==> config.mk <==
export PLATFORM = sky130hd
export DESIGN_NAME = pwr_good_agg
export DESIGN_NICKNAME = d
export VERILOG_FILES = /design/src/rtl/pg_pkg.sv /design/src/rtl/pg_sync.sv /design/src/rtl/pg_chan_qual.sv /design/src/rtl/pg_resolve.sv /design/src/rtl/pwr_good_agg.sv
export SDC_FILE = /design/constraint.sdc
export NUM_CORES = 1
export LEC_CHECK = 0
export BUFFER_PORTS_ARGS = -buffer_cell sky130_fd_sc_hd__buf_2
export CAP_MARGIN = 40
export CELL_PAD_IN_SITES_DETAIL_PLACEMENT = 0
export CELL_PAD_IN_SITES_GLOBAL_PLACEMENT = 1
export CORE_UTILIZATION = 37
export DETAILED_ROUTE_END_ITERATION = 6
export GPL_ROUTABILITY_DRIVEN = 1
export PLACE_DENSITY_LB_ADDON = 0.1
export SYNTH_ARGS = -nofsm -noshare
export SYNTH_HDL_FRONTEND = slang
export SYNTH_SLANG_ARGS = --single-unit
==> constraint.sdc <==
create_clock -name clk -period 1.2 [get_ports clk]
set_clock_uncertainty 0.2 [all_clocks]
set_input_delay 0.24 -clock clk [delete_from_list [all_inputs] [get_ports clk]]
set_output_delay 0.24 -clock clk [all_outputs]
set_load 0.01 [all_outputs]
==> src/rtl/pg_pkg.sv <==
package pg_pkg;
  typedef struct packed {
    logic pull_low;
    logic float_out;
  } pg_drive_t;

  localparam pg_drive_t PG_SAFE  = '{pull_low: 1'b1, float_out: 1'b0};
  localparam pg_drive_t PG_GOOD  = '{pull_low: 1'b0, float_out: 1'b0};
  localparam pg_drive_t PG_UNPWR = '{pull_low: 1'b0, float_out: 1'b1};
endpackage

==> src/rtl/pg_sync.sv <==
module pg_sync #(
  parameter int W      = 6,
  parameter int STAGES = 2
) (
  input  logic         clk,
  input  logic         rst_n,
  input  logic [W-1:0] d_async,
  output logic [W-1:0] q_sync
);
  logic [W-1:0] stg [STAGES];

  generate
    for (genvar s = 0; s < STAGES; s++) begin : g_stage
      always_ff @(posedge clk or negedge rst_n) begin
        if (!rst_n) stg[s] <= '0;
        else if (s == 0) stg[s] <= d_async;
        else stg[s] <= stg[(s == 0) ? 0 : s-1];
      end
    end
  endgenerate

  assign q_sync = stg[STAGES-1];
endmodule

==> src/rtl/pg_chan_qual.sv <==
module pg_chan_qual #(
  parameter int NCH       = 6,
  parameter int SLEW_IDX  = 2,
  parameter int SLEW_HOLD = 1
) (
  input  logic           clk,
  input  logic           rst_n,
  input  logic [NCH-1:0] ch_en,
  input  logic [NCH-1:0] ok_s,
  input  logic           slew,
  output logic [NCH-1:0] fault
);
  localparam int HW = (SLEW_HOLD < 1) ? 1 : $clog2(SLEW_HOLD + 1);

  logic [NCH-1:0] en_d;
  logic [NCH-1:0] pending;
  logic [HW-1:0]  hold_cnt;
  logic           slew_mask;

  // slew mask stretched by SLEW_HOLD cycles after the flag falls
  always_ff @(posedge clk or negedge rst_n) begin
    if (!rst_n)                hold_cnt <= '0;
    else if (slew)             hold_cnt <= HW'(SLEW_HOLD);
    else if (hold_cnt != '0)   hold_cnt <= hold_cnt - 1'b1;
  end
  assign slew_mask = slew || (hold_cnt != '0);

  always_ff @(posedge clk or negedge rst_n) begin
    if (!rst_n) en_d <= '0;
    else        en_d <= ch_en;
  end

  generate
    for (genvar i = 0; i < NCH; i++) begin : g_ch
      logic rise, raw_fault;
      assign rise      = ch_en[i] && !en_d[i];
      assign raw_fault = ch_en[i] && (!ok_s[i] || pending[i] || rise);

      // turn-on hold: stays set until the synchronised flag confirms regulation
      always_ff @(posedge clk or negedge rst_n) begin
        if (!rst_n)                 pending[i] <= 1'b0;
        else if (!ch_en[i])         pending[i] <= 1'b0;
        else if (rise)              pending[i] <= 1'b1;
        else if (ok_s[i])           pending[i] <= 1'b0;
      end

      if (i == SLEW_IDX) begin : g_slew
        assign fault[i] = raw_fault && !slew_mask;
      end else begin : g_plain
        assign fault[i] = raw_fault;
      end
    end
  endgenerate
endmodule

==> src/rtl/pg_resolve.sv <==
module pg_resolve
  import pg_pkg::*;
(
  input  logic      clk,
  input  logic      rst_n,
  input  logic      bkup_ok,
  input  logic      uvlo,
  input  logic      any_en,
  input  logic      any_fault,
  output pg_drive_t drv
);
  pg_drive_t nxt;

  always_comb begin
    if (!bkup_ok)       nxt = PG_UNPWR;
    else if (uvlo)      nxt = PG_SAFE;
    else if (!any_en)   nxt = PG_SAFE;
    else if (any_fault) nxt = PG_SAFE;
    else                nxt = PG_GOOD;
  end

  always_ff @(posedge clk or negedge rst_n) begin
    if (!rst_n) drv <= PG_SAFE;
    else        drv <= nxt;
  end
endmodule

==> src/rtl/pwr_good_agg.sv <==
module pwr_good_agg
  import pg_pkg::*;
#(
  parameter int NCH         = 6,
  parameter int SLEW_IDX    = 2,
  parameter int SLEW_HOLD   = 1,
  parameter int SYNC_STAGES = 2
) (
  input  logic           clk,
  input  logic           rst_n,
  input  logic [NCH-1:0] ch_en,
  input  logic [NCH-1:0] ch_ok,
  input  logic           ch3_slew,
  input  logic           uvlo,
  input  logic           bkup_ok,
  input  logic           aux_ok,
  output logic           pg_pull_low,
  output logic           pg_float
);
  logic [NCH-1:0] ok_s;
  logic [NCH-1:0] fault;
  pg_drive_t      drv;
  logic           unused_aux;

  assign unused_aux = aux_ok;

  pg_sync #(.W(NCH), .STAGES(SYNC_STAGES)) u_sync (
    .clk(clk), .rst_n(rst_n), .d_async(ch_ok), .q_sync(ok_s)
  );

  pg_chan_qual #(.NCH(NCH), .SLEW_IDX(SLEW_IDX), .SLEW_HOLD(SLEW_HOLD)) u_qual (
    .clk(clk), .rst_n(rst_n), .ch_en(ch_en), .ok_s(ok_s),
    .slew(ch3_slew), .fault(fault)
  );

  pg_resolve u_res (
    .clk(clk), .rst_n(rst_n), .bkup_ok(bkup_ok), .uvlo(uvlo),
    .any_en(|ch_en), .any_fault(|fault), .drv(drv)
  );

  assign pg_pull_low = drv.pull_low;
  assign pg_float    = drv.float_out;
endmodule

**Word-level counts from Yosys, hierarchy flattened**

Cells that the tools add are included.

- Flip-flop bits (word level): 27
- Input bits: 18
- Output and inout port bits: 2
- Word-level logic and storage cells: 84

- $add $sub $neg: 1
- Eq/ne operators: 6
- Mux-type cells: 24
- Reductions and logical operators: 41

Operators with widths:

| kind | number |
|---|---|
| $mux W1 | 20 |
| $ne A3 B1 Y1 const B | 6 |
| $logic_and A1 B1 Y1 | 13 |
| $logic_not A1 Y1 | 13 |
| $logic_or A1 B1 Y1 | 13 |
| $reduce_or A6 Y1 | 2 |
| $mux W2 | 4 |
| $sub A1 B1 Y1 const B | 1 |

**Logic depth before layout (Yosys ltp)**

Gate-level depths: netlist (run 1).

- Depth in word-level cells: 10
- Gate-level depth with buffers: 4
- Mapped depth without buffers: 4

**Modules after synthesis**

Synthesis (run 1) repeated with hierarchy kept, for this count alone.

- Cell total of the unflattened synthesis: 73
- Area, all modules: 967.2 um^2

By module, submodules not included:

| module | times used | cells an instance | area each (um^2) | seq. area each (um^2) |
|---|---|---|---|---|
| pg_chan_qual | 1 | 44 | 523.0 | 325.3 |
| pg_sync | 1 | 18 | 345.3 | 300.3 |
| pg_resolve | 1 | 5 | 71.3 | 51.3 |
| pwr_good_agg | 1 | 6 | 27.5 | 0.0 |

**Least setup slack after synthesis (run 1)**

No wires, ideal clock.

- Path kind: input to register
- Start point: input port ch_en[2]
- End point: register u_res.drv[1] (netlist name)
- Library setup time: 0.083 ns
- Arrival time: 1.122 ns
- Data required time: 0.917 ns
- Slack: -0.205 ns
- Cell stages on the path: 4
- Buffers on the path: 0
- Cells stage by stage: or4_1 nor3_2 a221oi_1 a41oi_1

RTL lines:

| what | RTL line | source |
|---|---|---|
| start: declaration | pwr_good_agg.sv:11 | `input logic [NCH-1:0] ch_en,` |

**Final worst setup path (run 1)**

- Start point: register u_res.drv[1] (netlist name)
- End point: output port pg_pull_low

RTL lines:

| what | RTL line | source |
|---|---|---|
| end: declaration | pwr_good_agg.sv:17 | `output logic pg_pull_low,` |

No word-level cell between the ends.

==> reports/metrics.cfg, run 1 <==
[synth]
ys_warn_count=0
yosysSeqAreaShare_pct=77.6
syn_nets=75
synth_area_um2=872
ys_ff_latch=27
yosysUniqueCellTypes=16
synth.avg_cell_area_um2=15.3
syn_inst=57

[timing]
slew_headroom_pct=78.7
hold_viol=0
fmax_mhz=719
period_minus_slack_ns=1.39
drv_slew=0
setup_viol=3
tightest_slew_ns=0.319
rsz0062_at_grt=true
layout_setup_ws_ns=-0.191
fin_crit_sh_pct=116

[place]
routabilityCongestion=0.689
dp_worst_setup_slack_ns=-0.308
placedCellCount=108
post_dp_cell_area_um2=1050
io_buffers=18
hpwl_um=1010

[route]
drcViolationCount=0
wl_per_cell_um=11.7
wl_met2_um=718
wl_met3_um=39
top_layer=met4
via_count=575
first_pass_iters=4
drt-initial-drc-count=11
routed_via_density=4.53
met1_length_um=706
ant_nets=0
drt_wl_total_um=1480

[setup_path]
cp.arrival_ns=0.95
worst-path-buf-inv=1
rr_startpoint=u_qual.pending[1]
reg2reg_setup_slack_ns=-0.16
crit_path_end_kind=output pin
required_ns=0.76
r2r_cells=3
cpPeakStageDelay_ns=0.55
worstPathMaxFanout=1
startpoint=u_res.drv[1]
worstSetupPathType=flop to output pin
path_cells=buf_6
timing.rr.end=u_res.drv[1]
cp_top_family=flip-flops
path_depth=1
start_kind=flop
critPathCapture=pg_pull_low
crit_slowest_cell=dfstp_2

[layout]
fin_area_um2=1230
diodes=0
ff_latch_area_um2=677
final_nets=118
fin_cells=127
area.growth.synth_to_final_pct=41.5
drive_above_1_share_pct=29.3
multi_input_area_um2=191
fill_cells=202

[floorplanning]
core_um2=2210
ioPinCount=20
rows=17
die_h_um=50.6
initial_core_util_pct=39.4
die_x_um=50.6
dieArea_um2=2560

[clocking]
cts_tree=done
htree_levels=1
cts_root_buffer=clkbuf_4
cts_buffers=3
path_clk_slew_ns=0.13
cts_sinks=27
clk_latency_ns=0.31
post_cts_buffers=0
clock_path_buffers=2

[power]
p_int_w=0.00118
p_leak_nw=0.563
power_density_nw_per_um2=1220
combinationalPowerShare_pct=10.2
ir_drop_uv=891
pwr-share-seq_pct=64.8
switching_power_w=0.000328
totalPowerFinal_w=0.00151
clockPowerShare_pct=25.0
swShare_pct=21.7

[grt]
overflow=0
grt_max_degree=20
grt_pass1_vias=661
grt.total_usage_pct=15.1
grt_pass1_wl_um=2790
antenna_found_initial=0

[job]
drv_cap=0

[hold_path]
worst_hold_path_type=primary input to flop
hp-start=ch3_slew

[status]
status=complete, but fails checks
violations=negative setup slack

[cells in the mapped netlist (all sizes together)]
cell,n,area [µm²]
a211oi,1,7.51
nor2,1,3.75
nand2,4,15.0
a222oi,1,10.0
or4,1,7.51
a41oi,1,8.76
o21ai,1,5.00
dfstp,1,26.3
inv,2,7.51
a21boi,6,45.0
nand2b,7,43.8
dfrtp,26,651
a221oi,1,8.76
nor3,1,10.0
nand3b,2,15.0
o211ai,1,7.51
[worst register-to-register path, cell delays in order, from the launching register on]
cell and delay [ns]:
dfrtp_1 0.40, nand3b_1 0.16, a222oi_1 0.35, a41oi_1 0.17
[registers in the layout (all words and copies together) (netlist names)]
signal,flops
u_qual.hold_cnt,1
u_qual.en_d,6
u_sync.stg,6
u_qual.pending,6
u_res.drv,2
u_sync.q_sync,6
[power groups by stage]
stage               sequential (W)  combinational, W  clock [W]
finish                    0.000978          0.000154   0.000378
global route              0.000986          0.000173   0.000436
CTS                       0.000979          0.000156   0.000397
detailed placement        0.000996          0.000116          0
global placement          0.000994          0.000115          0
floorplan                 0.000994         0.0000335          0
[layout by cell type (no fill, tap or decap), drive strengths merged, types with 2 or more instances in the layout]
cell         synthesis  routed
buf                  0      23
nand2b               7       7
nand2                4       4
clkbuf               0       4
dlygate4sd3          0      15
a21boi               6       6
inv                  2       2
dfrtp               26      26
nand3b               2       2
[cell type report]
class	count	share of cell area (%)
tap	28	2.84
sequential	27	54.9
clock buffer	4	2.13
multi-input combinational	28	15.5
inverter	2	0.609
timing repair buffer	38	24.0
[per-stage QoR]
| stage | utilization (%) | setup TNS [ns] | hold WS (ns) |
|---|---|---|---|
| CTS | 55.8 | -0.472 | 0.0418 |
| global placement | 47.5 | -0.277 | -0.0850 |
| floorplan | - | -0.136 | -0.256 |
| finish | 55.8 | -0.425 | 0.0495 |
| detailed placement | 47.5 | -0.308 | -0.0800 |
| global route | 55.8 | -0.602 | 0.0654 |
[timing repair]
item,CTS,global route
endpoints found under the setup margin,3,3
resized for setup,1,0
hold buffers,15,0
hold endpoints to repair,44,0
pin swaps,1,0
[per-layer routing]
metal	track usage, %	up-vias
li1	-	283
met1	19.2	276
met2	25.1	14
met3	1.82	2
met4	8.33	0
met5	0	-
[how the worst min path moves through the flow]
stage | cells after the start | endpoint | slack (ns)
2_1_floorplan | 0 | u_qual.en_d[0] | -0.26
3_3_place_gp | 1 | u_qual.pending[5] | -0.09
3_5_place_dp | 1 | u_qual.en_d[5] | -0.08
4_1_cts | 4 | u_res.drv[1] | 0.04
5_1_grt | 3 | u_res.drv[1] | 0.07
6_report | 4 | u_res.drv[1] | 0.05
[kinds of logic (layout without fill, tap and decap cells)]
| kind of cell | Yosys count | in the layout | share of synthesized area [%] |
|---|---|---|---|
| and+or+nand+nor | 16 | 16 | 10.9 |
| AOI/OAI and AO/OA | 12 | 12 | 10.6 |
| DFF | 27 | 27 | 77.6 |
| buffers and inverters | 2 | 44 | 0.861 |
No activity file was read; power rests on OpenSTA's default activity.
==> inputs of run 2 (changes only) <==
- PLACE_DENSITY: default -> 0.69
- PLACE_DENSITY_LB_ADDON: 0.1 -> default
==> reports/metrics.cfg, run 2 (synthesized netlist as in run 1, its figures left out) <==
[status]
status=complete, but fails checks
violations=negative setup slack

[layout]
drive_above_1_share_pct=29.6
fill_cells=212
mostFrequentLayoutCell=dfrtp_1
final_cell_mix=dfrtp_1, buf_2, dlygate4sd3_1
final_nets=117
area.growth.synth_to_final_pct=41.0
diodes=0
multi_input_area_um2=191
ff_latch_area_um2=677

[route]
drt_wl_total_um=1390
routed_via_density=4.56
drt-initial-drc-count=6
via_count=574
first_pass_iters=4
drcViolationCount=0
ant_nets=0
wl_per_cell_um=11.0

[setup_path]
worstSetupPathType=flop to output pin
required_ns=0.76
start_kind=flop
worst-path-buf-inv=1
crit_slowest_cell=dfstp_2
crit_path_end_kind=output pin
path_cells=buf_6
path_depth=1
cpPeakStageDelay_ns=0.55
cp_top_family=flip-flops
cp.arrival_ns=0.95
worstPathMaxFanout=1
r2r_cells=3

[power]
ir_drop_uv=837
power_density_nw_per_um2=1220
p_leak_nw=0.557

[grt]
grt.total_usage_pct=13.2
overflow=0
grt_pass1_vias=543
grt_pass1_wl_um=2380
grt_max_degree=17
antenna_found_initial=0

[timing]
period_minus_slack_ns=1.39
setup_viol=3
hold_viol=0
setup_tns_ns=-0.408
fmax_mhz=718
rsz0062_at_grt=true
layout_setup_ws_ns=-0.192
slew_headroom_pct=79.1
tightest_slew_ns=0.313
drv_slew=0
fin_crit_sh_pct=116

[floorplanning]
rows=17
ioPinCount=20
core_um2=2210
dieArea_um2=2560
die_x_um=50.6
initial_core_util_pct=39.4
die_h_um=50.6

[clocking]
cts_sinks=27
cts_root_buffer=clkbuf_4
post_cts_buffers=0
path_clk_slew_ns=0.14
cts_buffers=3
cts_tree=done
htree_levels=1
clock_path_buffers=2
clk_latency_ns=0.31

[place]
dp_worst_setup_slack_ns=-0.318
io_buffers=18
routabilityCongestion=0.706
hpwl_um=999

[job]
drv_cap=0

[hold_path]
worst_hold_path_type=primary input to flop
hold_depth=3

run 2: changes by cell type in the layout (fill, tap and decap cells not counted), sizes merged:
cell      previous run  this run
buf                 23        22
clkbuf               4         3
clkinvlp             0         1
run 2: area by class of cell:
| type | count | share of cell area, % |
|---|---|---|
| timing repair buffer | 37 | 23.5 |
| inverter | 2 | 0.610 |
| clock inverter | 1 | 0.610 |
| multi-input combinational | 28 | 15.6 |
| clock buffer | 3 | 1.83 |
| sequential | 27 | 55.0 |
| tap | 28 | 2.85 |
run 2: timing repair:
action	in CTS	in global routing
gates resized for setup	1	0
endpoints found under the hold margin	45	0
pin swaps	2	0
setup endpoints to repair	3	3
hold buffers	15	0
run 2: stage by stage:
step	hold WS [ns]	utilization, %	area [µm²]	std cells	total power (W)
finish	0.0590	55.6	1230	126	0.00151
global route	0.0541	55.6	1230	126	0.00158
CTS	0.0443	55.6	1230	126	0.00153
detailed placement	-0.0523	47.2	1040	107	0.00111
global placement	-0.0544	47.2	1040	107	0.00110
floorplan	-0.256	-	876	57	0.00103
run 2: final timing paths:
path                                         from               end  slack [ns]
worst max-delay path                 u_res.drv[1]       pg_pull_low       -0.19
worst min-delay path                         uvlo      u_res.drv[1]        0.06
worst max register to register  u_qual.pending[1]      u_res.drv[1]       -0.15
worst min register to register     u_sync.stg[10]  u_sync.q_sync[4]        0.16
max in group asynchronous                   rst_n  u_sync.q_sync[0]        0.30
min in group asynchronous                   rst_n    u_qual.en_d[5]        0.14
run 2: layer usage:
| layer | GRT usage [%] | up-vias | share of wire (%) |
|---|---|---|---|
| li1 | - | 278 | - |
| met1 | 16.6 | 285 | 45 |
| met2 | 22.7 | 9 | 52 |
| met3 | 1.82 | 2 | 2.2 |
| met4 | 5.56 | 0 | 1.0 |
| met5 | 0 | - | 0 |
run 2: where the power goes:
group          leakage (nW)  switching [W]  total [W]  internal [W]
logic                 0.223      0.0000597   0.000150     0.0000908
clock network        0.0139       0.000250   0.000377      0.000127
registers             0.320      0.0000197   0.000979      0.000960
total                 0.557       0.000329    0.00151       0.00118
==> inputs of run 3 (changes only) <==
==> constraint.sdc (replaced) <==
create_clock -name clk -period 1.2 [get_ports clk]
set_clock_uncertainty 0.2 [all_clocks]
set_input_delay 0 -clock clk [delete_from_list [all_inputs] [get_ports clk]]
set_output_delay 0 -clock clk [all_outputs]
set_load 0.01 [all_outputs]
==> reports/metrics.cfg, run 3 (synthesized netlist as in run 1, its figures left out) <==
[status]
status=complete, but fails checks
violations=negative hold slack, negative setup slack

[setup_path]
crit_path_end_kind=flop
worstSetupPathType=flop to flop
start_kind=flop
worstPathMaxFanout=2
reg2reg_setup_slack_ns=-0.08
required_ns=1.24
cp.arrival_ns=1.32

[power]
ir_drop_uv=984
power_density_nw_per_um2=1240
totalPowerFinal_w=0.00149
p_leak_nw=0.542

[timing]
rsz0062_at_grt=true
slew_headroom_pct=62.2
fin_crit_sh_pct=106
setup_viol=1
fin_hold_ws_ns=-0.000940
tightest_slew_ns=0.567
fmax_mhz=783
hold_viol=8
period_minus_slack_ns=1.28
drv_slew=0
layout_setup_ws_ns=-0.0778

[route]
drt-initial-drc-count=6
routed_via_density=4.59
wl_per_cell_um=11.3
via_count=569
drcViolationCount=0
drt_wl_total_um=1400
first_pass_iters=4
ant_nets=0

[layout]
utilization_pct=54.4
final_nets=115
diodes=0
drive_above_1_share_pct=26.0
fin_cells=124
area.growth.synth_to_final_pct=38.0
final_cell_mix=dfrtp_1, buf_2, dlygate4sd3_1
mostFrequentLayoutCell=dfrtp_1

[place]
io_buffers=18
dp_worst_setup_slack_ns=-0.127
hpwl_um=940
routabilityCongestion=0.741
placedCellCount=104

[grt]
antenna_found_initial=0
grt.total_usage_pct=13.1
grt_max_degree=28
grt_pass1_wl_um=2310
overflow=0
grt_pass1_vias=552

[clocking]
clock_path_buffers=2
clk_latency_ns=0.31
post_cts_buffers=0
cts_root_buffer=clkbuf_4
path_clk_slew_ns=0.13
cts_buffers=3
cts_tree=done
cts_sinks=27
htree_levels=1

[floorplanning]
die_x_um=50.6
ioPinCount=20
die_h_um=50.6
core_um2=2210
initial_core_util_pct=39.4
rows=17
dieArea_um2=2560

[job]
drv_cap=0

[hold_path]
worst_hold_path_type=primary input to asynchronous set/reset pin

==> run 3: repair_timing <==
action	4_1_cts	5_1_grt
endpoints found under the setup margin	1	2
endpoints found under the hold margin	48	0
resized for setup	1	1
hold buffers	16	0
pin swaps	1	0
==> run 3: layout make-up <==
class | instances | area, µm²
fillers | 201 | 1010
flip-flops and latches | 27 | 677
repair buffers | 35 | 264
multi-input cells | 28 | 194
well taps | 28 | 35.0
clock buffers | 4 | 26.3
inverters | 2 | 7.51
==> run 3: power by group <==
group          total, W  internal [W]  switching [W]
registers      0.000979      0.000959      0.0000193
clock network  0.000372      0.000130       0.000243
logic          0.000141     0.0000829      0.0000583
==> run 3: worst max-delay path, stage by stage (launching register included) <==
cell,delay [ns]
dfrtp_1,0.40
nand3b_1,0.15
a222oi_1,0.31
a41oi_1,0.15
==> run 3: path summary, 6_finish.rpt <==
path                                   start  depth (start not counted)                end
hold / removal                         rst_n                          2  u_qual.pending[4]
hold reg to reg                u_sync.stg[6]                          0   u_sync.q_sync[0]
setup / recovery           u_qual.pending[1]                          3       u_res.drv[1]
max in group asynchronous              rst_n                          2       u_res.drv[1]
setup reg to reg           u_qual.pending[1]                          3       u_res.drv[1]
min in group clk                    ch_en[2]                          5       u_res.drv[1]
==> run 3: per-layer routing <==
layer  global-route usage (%)  part of all wire, %  vias to the layer above
met3                     3.94                  3.4                        2
met1                     15.2                   45                      279
li1                         -                    -                      276
met5                        0                    0                        -
met2                     20.4                   50                       12
met4                     9.26                  1.2                        0
==> run 3: stage by stage <==
stage                     TNS [ns]  area [µm²]  hold slack (ns)
after floorplan            -0.0107         872           -0.496
after global placement      -0.109        1000           -0.171
after detailed placement    -0.127        1000           -0.165
after CTS                  -0.0944        1200           0.0104
after global routing        -0.125        1200           0.0337
final                      -0.0778        1200        -0.000940
